===== config.mk =====
export PLATFORM = sky130hd
export DESIGN_NAME = quad_down_timer
export DESIGN_NICKNAME = d
export VERILOG_FILES = /design/src/rtl/qdt_pkg.sv /design/src/rtl/qdt_trig_sync.sv /design/src/rtl/qdt_channel.sv /design/src/rtl/qdt_irq_arb.sv /design/src/rtl/quad_down_timer.sv
export SDC_FILE = /design/constraint.sdc
export NUM_CORES = 1
export LEC_CHECK = 0
export CAP_MARGIN = 20
export CORE_MARGIN = 2
export CORE_UTILIZATION = 55
export DETAILED_ROUTE_END_ITERATION = 8
export PLACE_DENSITY = 0.88
export REMOVE_ABC_BUFFERS = 1
export SYNTH_ARGS = -nofsm -noshare
export SYNTH_HDL_FRONTEND = slang
export SYNTH_SLANG_ARGS = --single-unit

===== constraint.sdc =====
create_clock -name clk -period 2.07 [get_ports clk]
set_input_delay 0.3105 -clock clk [delete_from_list [all_inputs] [get_ports clk]]
set_output_delay 0.3105 -clock clk [all_outputs]
set_load 0.1 [all_outputs]

===== src/rtl/qdt_pkg.sv =====
package qdt_pkg;

  // Decoded command fields held by each channel
  typedef struct packed {
    logic irq_en;     // request on terminal count
    logic evt_mode;   // 1: count trigger edges, 0: count prescaled clock
    logic pre_wide;   // 1: divide by the long prescale
    logic rise_edge;  // 1: rising edges are active
    logic wait_trig;  // interval mode: hold until a trigger edge
  } qdt_mode_t;

  function automatic qdt_mode_t qdt_decode(input logic [7:0] cmd);
    qdt_mode_t m;
    m.irq_en    = cmd[7];
    m.evt_mode  = cmd[6];
    m.pre_wide  = cmd[5];
    m.rise_edge = cmd[4];
    m.wait_trig = cmd[3];
    return m;
  endfunction

  // Count after one decrement: reload on leaving 1, so a constant of 0 spans 256
  function automatic logic [7:0] qdt_next_count(input logic [7:0] cur, input logic [7:0] tc);
    return (cur == 8'd1) ? tc : cur - 8'd1;
  endfunction

  // Vector slot for a channel: base upper bits, channel in 2:1, bit 0 low
  function automatic logic [7:0] qdt_vector(input logic [7:0] base, input logic [1:0] ch);
    return {base[7:3], ch, 1'b0};
  endfunction

endpackage


===== src/rtl/qdt_trig_sync.sv =====
module qdt_trig_sync #(
  parameter int N_CH   = 4,
  parameter int STAGES = 2
) (
  input  logic            clk,
  input  logic            rst_n,
  input  logic [N_CH-1:0] trig_async,
  output logic [N_CH-1:0] trig_rise,
  output logic [N_CH-1:0] trig_fall
);
  localparam int SH_W = STAGES + 1;

  for (genvar g = 0; g < N_CH; g++) begin : g_sync
    logic [SH_W-1:0] sh_q;
    always_ff @(posedge clk or negedge rst_n) begin
      if (!rst_n) sh_q <= '0;
      else        sh_q <= {sh_q[SH_W-2:0], trig_async[g]};
    end
    assign trig_rise[g] =  sh_q[STAGES-1] & ~sh_q[STAGES];
    assign trig_fall[g] = ~sh_q[STAGES-1] &  sh_q[STAGES];
  end
endmodule


===== src/rtl/qdt_channel.sv =====
module qdt_channel
  import qdt_pkg::*;
#(
  parameter int DATA_W = 8,
  parameter int PRE_LO = 16,
  parameter int PRE_HI = 256
) (
  input  logic              clk,
  input  logic              rst_n,
  input  logic              wr_stb,
  input  logic [DATA_W-1:0] wr_byte,
  input  logic              trig_rise,
  input  logic              trig_fall,
  input  logic              ack,
  output logic [DATA_W-1:0] count_o,
  output logic              zc_o,
  output logic              req_o,
  output logic              run_o,
  output logic              tc_pend_o
);
  localparam int PW = $clog2(PRE_HI);

  qdt_mode_t         mode_q;
  logic              run_q, armed_q, pend_q, zc_q, req_q;
  logic [DATA_W-1:0] tc_q, cnt_q;
  logic [PW-1:0]     pre_q;

  logic          is_cmd, is_tc, act_edge, pre_wrap, tick, hit_zero;
  logic [PW-1:0] pre_last;

  always_comb begin
    is_cmd   = wr_stb && !pend_q && wr_byte[0];
    is_tc    = wr_stb && pend_q;
    act_edge = mode_q.rise_edge ? trig_rise : trig_fall;
    pre_last = mode_q.pre_wide ? PW'(PRE_HI - 1) : PW'(PRE_LO - 1);
    pre_wrap = (pre_q == pre_last);
    tick     = run_q && (mode_q.evt_mode ? act_edge : pre_wrap);
    hit_zero = tick && (cnt_q == DATA_W'(1));
  end

  always_ff @(posedge clk or negedge rst_n) begin
    if (!rst_n) begin
      mode_q  <= '0;
      run_q   <= 1'b0;
      armed_q <= 1'b0;
      pend_q  <= 1'b0;
      zc_q    <= 1'b0;
      req_q   <= 1'b0;
      tc_q    <= '0;
      cnt_q   <= '0;
      pre_q   <= '0;
    end else begin
      zc_q <= hit_zero;
      // counting path
      if (armed_q && act_edge) begin
        armed_q <= 1'b0;
        run_q   <= 1'b1;
        pre_q   <= '0;
      end else if (run_q && !mode_q.evt_mode) begin
        pre_q <= pre_wrap ? '0 : pre_q + PW'(1);
      end
      if (tick) cnt_q <= qdt_next_count(cnt_q, tc_q);
      // request: acknowledge clears, a new terminal event wins
      if (ack) req_q <= 1'b0;
      if (hit_zero && mode_q.irq_en) req_q <= 1'b1;
      // register writes override the counting path
      if (is_cmd) begin
        mode_q <= qdt_decode(wr_byte);
        pend_q <= wr_byte[2];
        if (wr_byte[1]) begin
          run_q   <= 1'b0;
          armed_q <= 1'b0;
          req_q   <= 1'b0;
        end
      end else if (is_tc) begin
        pend_q <= 1'b0;
        tc_q   <= wr_byte;
        if (!run_q) begin
          cnt_q <= wr_byte;
          pre_q <= '0;
          if (mode_q.evt_mode || !mode_q.wait_trig) begin
            run_q   <= 1'b1;
            armed_q <= 1'b0;
          end else begin
            armed_q <= 1'b1;
          end
        end
      end
    end
  end

  assign count_o   = cnt_q;
  assign zc_o      = zc_q;
  assign req_o     = req_q;
  assign run_o     = run_q;
  assign tc_pend_o = pend_q;
endmodule


===== src/rtl/qdt_irq_arb.sv =====
module qdt_irq_arb
  import qdt_pkg::*;
#(
  parameter int N_CH  = 4,
  parameter int SEL_W = 2
) (
  input  logic [N_CH-1:0]  req,
  input  logic [7:0]       base,
  output logic             irq,
  output logic [SEL_W-1:0] win,
  output logic [7:0]       vec
);
  always_comb begin
    win = '0;
    for (int i = N_CH - 1; i >= 0; i--) begin
      if (req[i]) win = SEL_W'(i);
    end
    irq = |req;
    vec = qdt_vector(base, win);
  end
endmodule


===== src/rtl/quad_down_timer.sv =====
module quad_down_timer
  import qdt_pkg::*;
#(
  parameter int DATA_W      = 8,
  parameter int N_CH        = 4,
  parameter int SYNC_STAGES = 2,
  parameter int PRE_LO      = 16,
  parameter int PRE_HI      = 256
) (
  input  logic              clk,
  input  logic              rst_n,
  input  logic [1:0]        bus_sel,
  input  logic              bus_we,
  input  logic [DATA_W-1:0] bus_wdata,
  output logic [DATA_W-1:0] bus_rdata,
  input  logic [N_CH-1:0]   trig_in,
  output logic [N_CH-1:0]   zc_pulse,
  output logic              irq,
  input  logic              irq_ack,
  output logic [7:0]        irq_vec
);
  localparam int SEL_W = $clog2(N_CH);

  // internal events, named for the checker
  logic [N_CH-1:0]             trig_rise, trig_fall;
  logic [N_CH-1:0]             ch_irq_req, ch_run, ch_tc_pend, ch_ack;
  logic [N_CH-1:0][DATA_W-1:0] ch_count;
  logic [SEL_W-1:0]            arb_win;
  logic [7:0]                  vec_base_q;
  logic                        base_wr;

  qdt_trig_sync #(.N_CH(N_CH), .STAGES(SYNC_STAGES)) u_sync (
    .clk(clk), .rst_n(rst_n), .trig_async(trig_in),
    .trig_rise(trig_rise), .trig_fall(trig_fall)
  );

  for (genvar g = 0; g < N_CH; g++) begin : g_chan
    localparam logic [SEL_W-1:0] IDX = SEL_W'(g);
    assign ch_ack[g] = irq_ack && irq && (arb_win == IDX);
    qdt_channel #(.DATA_W(DATA_W), .PRE_LO(PRE_LO), .PRE_HI(PRE_HI)) u_ch (
      .clk(clk), .rst_n(rst_n),
      .wr_stb(bus_we && (bus_sel == IDX)),
      .wr_byte(bus_wdata),
      .trig_rise(trig_rise[g]), .trig_fall(trig_fall[g]),
      .ack(ch_ack[g]),
      .count_o(ch_count[g]), .zc_o(zc_pulse[g]),
      .req_o(ch_irq_req[g]), .run_o(ch_run[g]), .tc_pend_o(ch_tc_pend[g])
    );
  end

  assign base_wr = bus_we && (bus_sel == '0) && !bus_wdata[0] && !ch_tc_pend[0];

  always_ff @(posedge clk or negedge rst_n) begin
    if (!rst_n)       vec_base_q <= '0;
    else if (base_wr) vec_base_q <= bus_wdata[7:0];
  end

  qdt_irq_arb #(.N_CH(N_CH), .SEL_W(SEL_W)) u_arb (
    .req(ch_irq_req), .base(vec_base_q),
    .irq(irq), .win(arb_win), .vec(irq_vec)
  );

  assign bus_rdata = ch_count[bus_sel];
endmodule


Yosys cells after proc, flatten, opt, wreduce, memory -nomap -nowiden
Index checks and enable logic that the tools add are counted.
{"block": "word_totals", "ff_bits": 156, "out_inout_bits": 21, "elab_cells": 305}
{"block": "op_classes", "n_addsub": 8, "magnitude_cmp": 1, "n_eq_ne": 14, "mux": 134, "bitwise_logic": 20, "n_reduce_logical": 71}
{"operator": "8-bit two-way mux", "n": 49}
{"operator": "1-bit two-way mux", "n": 80}
{"operator": "1-bit logical AND", "n": 43}
{"operator": "8-bit by 1-bit adder with 8-bit output (second input constant)", "n": 4}
{"operator": "8-bit by 1-bit == test with 1-bit output (second input constant)", "n": 4}
{"operator": "8-bit == test", "n": 4}
{"operator": "8-bit by 1-bit subtractor with 8-bit output (second input constant)", "n": 4}
{"operator": "8-bit binary-select mux with 2-bit select", "n": 1}
{"operator": "1-bit zero test", "n": 13}
{"operator": "1-bit NOT", "n": 12}
{"operator": "1-bit AND", "n": 8}
{"operator": "2-bit == test (second input constant)", "n": 4}
{"operator": "2-bit two-way mux", "n": 4}
{"operator": "2-bit AND reduction", "n": 4}
{"operator": "2-bit nonzero test", "n": 4}
{"operator": "2-bit by 1-bit == test with 1-bit output (second input constant)", "n": 2}
{"operator": "2-bit zero test", "n": 2}
{"operator": "1-bit logical OR", "n": 4}
{"operator": "4-bit OR reduction", "n": 1}
{"operator": "2-bit by 3-bit < comparator with 1-bit output (second input constant)", "n": 1}

Longest topological paths before layout
Gate-level depths: netlist (run 1).
{"block": "logic_depth", "ltp_word": 10, "ltp_mapped": 9}

By module
A second synthesis (run 1) with hierarchy kept.
{"block": "hier_totals", "cells_unflattened": 730, "hier_area_um2": 8081.5}
{"module": "qdt_channel at g_chan[2].u_ch ...", "instances": 2, "cells_each": 163, "area_per_inst_um2": 1781.7, "seq_area_each_um2": 850.8}
{"module": "qdt_channel at g_chan[0].u_ch ...", "instances": 2, "cells_each": 164, "area_per_inst_um2": 1739.2, "seq_area_each_um2": 850.8}
{"module": "quad_down_timer", "instances": 1, "cells_each": 40, "area_per_inst_um2": 590.6, "seq_area_each_um2": 200.2}
{"module": "qdt_trig_sync", "instances": 1, "cells_each": 20, "area_per_inst_um2": 350.3, "seq_area_each_um2": 300.3}
{"module": "qdt_irq_arb", "instances": 1, "cells_each": 16, "area_per_inst_um2": 98.8, "seq_area_each_um2": 0.0}

Worst setup path after synthesis (run 1)
No wires, ideal clock.
{"block": "synth_path", "path_type": "reg-to-output", "startpoint": "register g_chan[0].u_ch.req_q", "endpoint": "output port irq_vec[2]", "t_arrival_ns": 2.476, "t_required_ns": 1.760, "path_slack_ns": -0.717, "path_stages_with_launch": 2, "path_buffers": 0, "cell_sequence": "dfrtp_1 -> nor3_1"}
{"block": "synth_between", "elab_chain_cells": 1}
{"item": "start: declaration", "line_no": "qdt_channel.sv:24", "text": "logic run_q, armed_q, pend_q, zc_q, req_q;"}
{"item": "start signal: assignment", "line_no": "qdt_channel.sv:48", "text": "req_q <= 1'b0;"}
{"item": "start signal: assignment", "line_no": "qdt_channel.sv:64", "text": "if (ack) req_q <= 1'b0;"}
{"item": "start signal: assignment", "line_no": "qdt_channel.sv:65", "text": "if (hit_zero && mode_q.irq_en) req_q <= 1'b1;"}
{"item": "2-bit two-way mux", "line_no": "qdt_irq_arb.sv:16", "text": "if (req[i]) win = SEL_W'(i);"}
{"item": "end: declaration", "line_no": "quad_down_timer.sv:20", "text": "output logic [7:0] irq_vec"}
No other way between the ends.

Final worst setup path (run 1)
{"block": "layout_path", "startpoint": "register g_chan[1].u_ch.cnt_q[0]", "endpoint": "output port bus_rdata[0]"}
{"block": "layout_between", "elab_chain_cells": 2}
{"item": "start: declaration", "line_no": "qdt_channel.sv:25", "text": "logic [DATA_W-1:0] tc_q, cnt_q;"}
{"item": "start signal: assignment", "line_no": "qdt_channel.sv:62", "text": "if (tick) cnt_q <= qdt_next_count(cnt_q, tc_q);"}
{"item": "start signal: assignment", "line_no": "qdt_channel.sv:79", "text": "cnt_q <= wr_byte;"}
{"item": "8-bit binary-select mux with 2-bit select", "line_no": "quad_down_timer.sv:63", "text": "assign bus_rdata = ch_count[bus_sel];"}
{"item": "8-bit two-way mux (not written as such)", "line_no": "quad_down_timer.sv:63"}
{"item": "end: declaration", "line_no": "quad_down_timer.sv:15", "text": "output logic [DATA_W-1:0] bus_rdata,"}
No other way between the ends. The select of a mux whose other input is x is not followed.

==> results of run 1 <==
==> final timing paths <==
kind,start,end,slack [ns],cells after the start
worst max-delay path,g_chan[1].u_ch.count_o[0]$_DFF_PN0_,bus_rdata[0],0.05,3
worst min-delay path,trig_in[2],u_sync.g_sync[2].sh_q[0]$_DFF_PN0_,0.32,1
worst max register to register,g_chan[1].u_ch.pre_q[4]$_DFF_PN0_,g_chan[1].u_ch.count_o[2]$_DFF_PN0_,0.05,6
worst min register to register,u_sync.g_sync[3].sh_q[0]$_DFF_PN0_,u_sync.g_sync[3].sh_q[1]$_DFF_PN0_,0.35,0
max in group asynchronous,rst_n,g_chan[2].u_ch.mode_q[4]$_DFFE_PN0P_,1.09,3
min in group asynchronous,rst_n,g_chan[3].u_ch.tc_q[4]$_DFFE_PN0P_,0.36,2
==> layout make-up <==
class / count / area share
multi-input combinational: 527 / 0.3896
tap: 180 / 0.02330
inverter: 28 / 0.01087
timing repair buffer: 133 / 0.1259
clock inverter: 10 / 0.007637
clock buffer: 21 / 0.04660
sequential: 153 / 0.3961
==> Yosys cell counts (10+ instances only) <==
cell | n | area (µm²)
sky130_fd_sc_hd__o22ai_1 | 10 | 62.56
sky130_fd_sc_hd__a31oi_1 | 10 | 62.56
sky130_fd_sc_hd__inv_1 | 28 | 105.1
sky130_fd_sc_hd__nand2_1 | 46 | 172.7
sky130_fd_sc_hd__nand3_1 | 28 | 140.1
sky130_fd_sc_hd__nand2b_1 | 13 | 81.33
sky130_fd_sc_hd__xor2_1 | 18 | 157.7
sky130_fd_sc_hd__a21oi_1 | 33 | 165.2
sky130_fd_sc_hd__clkbuf_1 | 21 | 78.83
sky130_fd_sc_hd__nor2_1 | 90 | 337.8
sky130_fd_sc_hd__o21ai_0 | 22 | 110.1
sky130_fd_sc_hd__mux2_2 | 52 | 585.6
sky130_fd_sc_hd__nor3_1 | 14 | 70.07
sky130_fd_sc_hd__ha_1 | 12 | 150.1
sky130_fd_sc_hd__xnor2_1 | 15 | 131.4
sky130_fd_sc_hd__dfrtp_1 | 153 | 3829
sky130_fd_sc_hd__a21o_1 | 10 | 75.07
==> layer usage <==
layer	GRT usage	vias to the layer above	share of wire
met3	0.07472	31	0.080
met1	0.3708	3194	0.42
li1	-	2907	-
met2	0.4440	283	0.48
met4	0.1108	0	0.018
met5	0	-	0
==> critical path, cell delays in order (launching register included) <==
cell	delay, ns
sky130_fd_sc_hd__dfrtp_1	0.43
sky130_fd_sc_hd__buf_4	0.18
sky130_fd_sc_hd__mux4_2	0.49
sky130_fd_sc_hd__buf_12	0.19
==> where the power goes <==
| group | leakage [nW] | internal [mW] | switching (mW) |
|---|---|---|---|
| registers | 1.88 | 3.93 | 0.947 |
| clock network | 0.242 | 1.55 | 1.22 |
| logic | 2.25 | 2.16 | 2.58 |
| total | 4.37 | 7.64 | 4.75 |
==> registers in the layout, indices dropped and copies added (netlist names), 5 cells and up <==
name / flops
g_chan.u_ch.tc_q: 32
g_chan.u_ch.pre_q: 32
g_chan.u_ch.mode_q: 20
g_chan.u_ch.count_o: 32
u_sync.g_sync.sh_q: 12
vec_base_q: 5
==> metrics by stage <==
step / TNS (ns) / total power [mW] / worst slack, ns
floorplan: -0.7166 / 7.644 / -0.7166
global placement: -2.860 / 9.190 / -0.1362
detailed placement: -4.918 / 9.429 / -0.1959
CTS: 0 / 12.26 / 0.04235
global route: -0.01482 / 13.07 / -0.01482
finish: 0 / 12.39 / 0.05019
==> cells by family after synthesis <==
family / synth area share
AND/OR/NAND/NOR: 0.1691
AO/OA/AOI/OAI: 0.1387
flip-flops: 0.4890
multiplexers: 0.1093
buffers and inverters: 0.03739
XOR/XNOR: 0.03691
adder cells (fa/ha/maj): 0.01917
other: 0.0004789
==> timing repair <==
item / in CTS / in global routing
hold endpoints to repair: 33 / 0
gates resized for setup: 2 / 12
pin swaps: 0 / 1
setup buffers: 0 / 2
hold buffers: 1 / 0
endpoints found under the setup margin: 8 / 20
==> out/results.txt, run 1 <==
Counting I/O delays and the setup requirement, the final critical path takes 2.020 ns. In this run, CTS created clock tree buffers numbering 17. For the worst-skew pair, the clock arrives at the later sink with an insertion delay of 0.43 ns. The first global-routing pass estimated 32.33 mm of wire. After the last flow step, the layout net total stands at 890. The port buffer count was 37. In the final routed layout, each cell accounts on average for 19.14 µm. The floorplan step set the die height to 123.3 µm. After detailed routing, the number of remaining DRC violations is 0.

In the synthesized netlist, the number of instances is 747. The flow ran to the end, and the final reports show no timing, DRC or antenna violations. In this run the count of I/O pins placed on the die edge is 39. In the final layout, the multi-input gates occupy 3766 µm². The synthesized netlist contains 71 unique library cells. The total overflow left after global routing is 0. For the number of buffers on the longest clock path, the log shows 2. The setup violation total in the final timing report was 0. The min-delay analysis places its worst path in the category primary input to flop.

Entering global routing, the biggest net connects 56 pins. The tool flagged a number of max-cap violations equal to 0. On the final layout, the worst hold slack is 0.3217 ns. The number of enable-type register cells in the synthesized netlist came out at 0. The first detailed-routing pass ran for 5 iterations.

The count of non-filler cells in the finished layout was 1052. Flip-flop cell with the highest count after synthesis: sky130_fd_sc_hd__dfrtp_1. The logs give 43 for the number of core rows and 0 for the antenna diode instance count. The initial core utilization is 0.5641. The die is 123.3 µm wide. TritonCTS built the clock tree.

The maximum fanout count along the critical path was 6. The tools report the max-slew violation count as 0. STA classifies the critical path endpoint as an output pin. The fraction of registers with async set/reset is 1.000, and the fill cell instance count of the final layout is 958. Once placement finished, the instance area stood at 9062 µm². A synthesized cell averages 10.48 µm². VDD sags by at most 0.0007775 V. The initial antenna violation count is 0, and the count of antenna-violating nets left after detailed routing is 0. The tools report the overall global routing resource usage as 0.2810.

At the worst endpoint, the required time is 1.76 ns. In the layout the commonest cells are 153 x sky130_fd_sc_hd__dfrtp_1, 101 x sky130_fd_sc_hd__buf_4, 90 x sky130_fd_sc_hd__nor2_1. The logs give 0 for the Yosys warning count and 0.6964 for the final core area utilization. In the routed layout, each cell is associated on average with a via count of 6.098. The combined area of all synthesized cells was 7830 µm². The part of the cycle the worst path needs is 0.9758. For this design the ratio of total power to cell area is 1282 nW/µm².

CTS placed an instance of sky130_fd_sc_hd__clkbuf_16 at the clock tree root. The headroom to the max-slew limit is 0.5477, and the total half-perimeter wirelength after legalization and detailed placement is 13.83 mm. The fraction of layout cells with a size suffix above 1 was 0.2626; the number of synthesized register bits was 153.

At the pin with the least slew margin, the transition time is 0.6763 ns. The run gives 6415 as the number of vias in the routed layout. For the final weighted congestion in routability-driven placement, the log shows 0.9254. The full die area came out at 15210 µm².

The region available for standard cell placement spans 13880 µm². The clock slew at the register clock pins of the worst setup and hold paths is 0.06 ns, and the number of levels the H-tree was split into is 4. Clock tree synthesis found a total of 153 sinks. The count of final hold-check violations was 0; the total wire length was 20.14 mm. The most common cell after layout, fill and taps aside is sky130_fd_sc_hd__dfrtp_1. Type of the setup path with the least slack: flop to output pin. Once layout is done, the placed cells without fillers occupy 9667 µm². STA puts the critical path data arrival time at 1.71 ns. The maximum clock frequency was 0.4951 GHz; the proportion of synthesized chip area in sequential cells was 0.4890. Number of global-route vias before repair: 6476. For the final database, setup skew stands at 0.006745 ns. The area taken by flip-flops and latches was 3829 µm².

The worst setup path is launched from a flop. After the first detailed-routing iteration, the DRC count stood at 598. Number of placed instances with taps included: 1018. From synthesis to final layout, the design area changed by 23.46%. Summed over all cells, the static leakage comes to 4.373 nW.
(Power assumes the default switching activity.)
==> run 2, diff against run 1 <==
--- a/config.mk
+++ b/config.mk
@@ -5,11 +5,12 @@
 export SDC_FILE = /design/constraint.sdc
 export NUM_CORES = 1
 export LEC_CHECK = 0
+export ABC_CLOCK_PERIOD_IN_PS = 2310
 export CAP_MARGIN = 20
 export CORE_MARGIN = 2
-export CORE_UTILIZATION = 55
+export CORE_UTILIZATION = 60
 export DETAILED_ROUTE_END_ITERATION = 8
-export PLACE_DENSITY = 0.88
+export PLACE_DENSITY = 0.91
 export REMOVE_ABC_BUFFERS = 1
 export SYNTH_ARGS = -nofsm -noshare
 export SYNTH_HDL_FRONTEND = slang
==> constraint.sdc (replaced) <==
create_clock -name clk -period 2.31 [get_ports clk]
set_input_delay 0.3465 -clock clk [delete_from_list [all_inputs] [get_ports clk]]
set_output_delay 0.3465 -clock clk [all_outputs]
set_load 0.1 [all_outputs]
==> out/results.txt, run 2 (same netlist as run 1, synthesis figures left out) <==
The worst reg-to-reg path cell count is 5 (-1). The top-level I/O count is 39 (unchanged), and the minimum period implied by the final worst setup slack is 2.225 ns. The TritonCTS sink count came out at 153 (unchanged).

The logs give 0.3835 (+0.01273) for the met1 track utilization from global routing and 0 (unchanged) for the number of max-capacitance violations reported. The fraction of layout cells with a size suffix above 1 works out to 0.2059 (-0.05673). The worst setup path is of the flop to flop kind. The final core area utilization is 0.7336 (+0.03717). The detailed-route vias per instance was 6.438 (+5.6%).

The first-pass iteration count of the detailed router is 5 (unchanged). The logs give 0.4453 (-0.1024) for the headroom to the max-slew limit and 0.3011 (+0.02008) for the overall global routing resource usage. The logs give 41 (-4.7%) for the number of core rows and 0.01129 ns (+0.004541 ns) for the worst-case clock skew. In this run the critical register-to-register path is launched from g_chan[1].u_ch.mode_q[3]$_DFFE_PN0P_. Based on the critical path, the design can be clocked at up to 0.4495 GHz. The minimum setup slack among reg-to-reg paths is 0.09 ns (+0.04 ns), and the post-layout net count is 833 (-6.4%). The maximum fanout count along the critical path is 11 (+5), and the peak ir drop on the vdd network is 0.0006858 V (-12%).

The die span in x is 118.2 µm (-4.1%). The library cell used most frequently in the layout, excluding fill and tap cells, is sky130_fd_sc_hd__dfrtp_1. Kind of end point of the critical path: a flop. The area of the core region was 12670 µm² (-8.7%); the power per unit of standard cell area was 1228 nW/µm² (-4.2%). The post-detailed-route DRC marker count was 0 (unchanged); the total chip power was 11.42 mW (-7.9%). CTS placed an instance of sky130_fd_sc_hd__clkbuf_16 at the clock tree root. The run finished with clean final reports. The part of the cycle the worst path needs was 0.9631; the synthesis-to-finish area growth was 18.71%.

The insertion delay of the later-clocked pin in the worst-skew pair is 0.44 ns (about the same), and the total half-perimeter wirelength after legalization and detailed placement is 13.32 mm (-3.7%). Clock slew at the register clock pins of the worst setup and hold paths: 0.06 ns (about the same). The port buffer count came out at 37 (unchanged). For the fill cell instance count of the final layout, the log shows 820 (-14%). The hold-critical path depth came out at 0 (-1). The worst hold path begins at u_sync.g_sync[3].sh_q[0]$_DFF_PN0_. The antenna diode instance count was 0 (unchanged); the number of vias in the routed layout was 6361 (-0.84%). The leakage power came out at 4.150 nW (-5.1%). The nature of the critical path startpoint is a flop. Setup violation total in the final timing report: 0 (unchanged). Number of DRC markers in iteration 0: 530 (-11%). The library cells used most frequently in the layout, excluding fill and tap cells, are 153 x sky130_fd_sc_hd__dfrtp_1, 90 x sky130_fd_sc_hd__nor2_1, 52 x sky130_fd_sc_hd__mux2_2. The full die area was 13980 µm² (-8.1%).

The fraction of met3 tracks used by global routing is 0.08929 (+0.01456). The max-slew violation count came out at 0 (unchanged). The met2 usage in global routing was 0.4700 (+0.02599); the total overflow reported by the global router was 0 (unchanged). The count of final hold-check violations was 0 (unchanged). Traced cell by cell, the critical path runs through and2b_1 -> and4_1 -> a32oi_2 -> nor2_1 -> a221o_1. The tools report the arrival time reported for the critical path endpoint as 2.54 ns (+0.83 ns).

The delay of the slowest cell on the worst path was 0.65 ns (+0.16 ns); the average wire per cell in the routed design was 20.50 µm (+7.1%). The type of the worst min-delay path is flop to flop. Setup repair after global routing left no endpoint under its margin. The run gives 2.62 ns (+0.86 ns) as the data required time of the critical path. For the number of buffers added for setup after CTS, the log shows 0 (unchanged). Number of buffers on the longest clock path: 2 (unchanged). Slowest cell on the critical path: sky130_fd_sc_hd__a32oi_2. The floorplan die height is 118.2 µm (-4.1%). The tools report the reg-to-reg endpoint as g_chan[1].u_ch.count_o[5]$_DFF_PN0_. The total wire length was 20.25 mm (+0.58%). The number of levels the H-tree was split into is 4 (unchanged), and the CTS buffer count is 17 (unchanged). The initial antenna violation count was 0 (unchanged); the pin count of the biggest net entering global routing was 60 (+7.1%). The path with the worst hold slack has its endpoint at u_sync.g_sync[3].sh_q[1]$_DFF_PN0_. The run gives 6514 (+0.59%) as the number of global-route vias before repair. In this run the most used layer during global routing was met2. TritonCTS built the clock tree. The wire length of the first global-routing pass was 32.92 mm (+1.8%); the final weighted congestion in routability-driven placement was 0.9217 (-0.40%). The slew at the pin closest to its max-slew limit is 0.8294 ns (+0.1532 ns), and the initial core utilization is 0.6180 (+0.05386).

The count of antenna-violating nets left after detailed routing was 0 (unchanged).
==> run 2: cell types whose count changed in the layout (fill, tap and decap cells not counted), sizes merged <==
| cell | previous run | this run |
|---|---|---|
| buf | 116 | 59 |
| bufinv | 0 | 5 |
| clkinvlp | 5 | 1 |
| clkdlybuf4s50 | 14 | 16 |
| dlygate4sd2 | 2 | 0 |
| clkinv | 4 | 5 |
| inv | 29 | 28 |
==> run 2: layout make-up <==
class | instances | area, µm² | area share
clock buffers | 21 | 460.4 | 0.04954
clock inverters | 11 | 193.9 | 0.02086
inverters | 28 | 105.1 | 0.01131
multi-input cells | 527 | 3725 | 0.4007
flip-flops and latches | 153 | 3829 | 0.4119
well taps | 172 | 215.2 | 0.02315
repair buffers | 76 | 767.0 | 0.08251
==> run 2: how the worst max path moves through the flow <==
stage,start,cells past startpoint,endpoint,slack [ns]
6_report,g_chan[1].u_ch.mode_q[3]$_DFFE_PN0P_,5,g_chan[1].u_ch.count_o[5]$_DFF_PN0_,0.09
5_1_grt,g_chan[1].u_ch.count_o[1]$_DFF_PN0_,7,g_chan[1].u_ch.count_o[0]$_DFF_PN0_,0.05
4_1_cts,g_chan[1].u_ch.mode_q[3]$_DFFE_PN0P_,5,g_chan[1].u_ch.count_o[5]$_DFF_PN0_,0.13
3_5_place_dp,bus_sel[0],8,g_chan[0].u_ch.pre_q[3]$_DFF_PN0_,0.09
3_3_place_gp,bus_sel[0],6,g_chan[3].u_ch.count_o[6]$_DFF_PN0_,0.15
2_1_floorplan,g_chan[0].u_ch.req_o$_DFF_PN0_,1,irq_vec[2],-0.51
==> run 2: where the power goes <==
part / internal [mW] / switching, mW / total, mW
Clock: 1.97 / 1.13 / 3.10
Combinational: 1.68 / 2.16 / 3.83
Sequential: 3.52 / 0.962 / 4.48
Total: 7.17 / 4.25 / 11.4
==> run 2: metrics by stage <==
step	setup WS, ns	setup TNS (ns)	instance area [µm²]	hold WS [ns]	cells
6_report	0.08519	0	9295	0.3463	988
3_3_place_gp	0.1505	0	8615	0.3338	955
3_5_place_dp	0.08751	0	8615	0.3347	955
2_1_floorplan	-0.5126	-0.5126	7642	0.05091	708
4_1_cts	0.1340	0	9279	0.3396	988
5_1_grt	0.04587	0	9295	0.3387	988
==> run 2: worst max-delay path, delay by kind of cell, from the launching register on <==
| kind | cells | cell delay [ns] |
|---|---|---|
| simple gates | 3 | 0.73 |
| compound gates | 2 | 0.99 |
| flops | 1 | 0.39 |
==> run 2: timing repair <==
item / in CTS / in global routing
endpoints found under the setup margin: 0 / 5
endpoints found under the hold margin: 57 / 0
hold buffers: 1 / 0
resized for setup: 0 / 2
==> run 2: layer usage <==
metal	up-vias	part of all wire
met5	-	0
met4	0	0.040
met3	83	0.096
met2	360	0.47
met1	3117	0.39
li1	2801	-
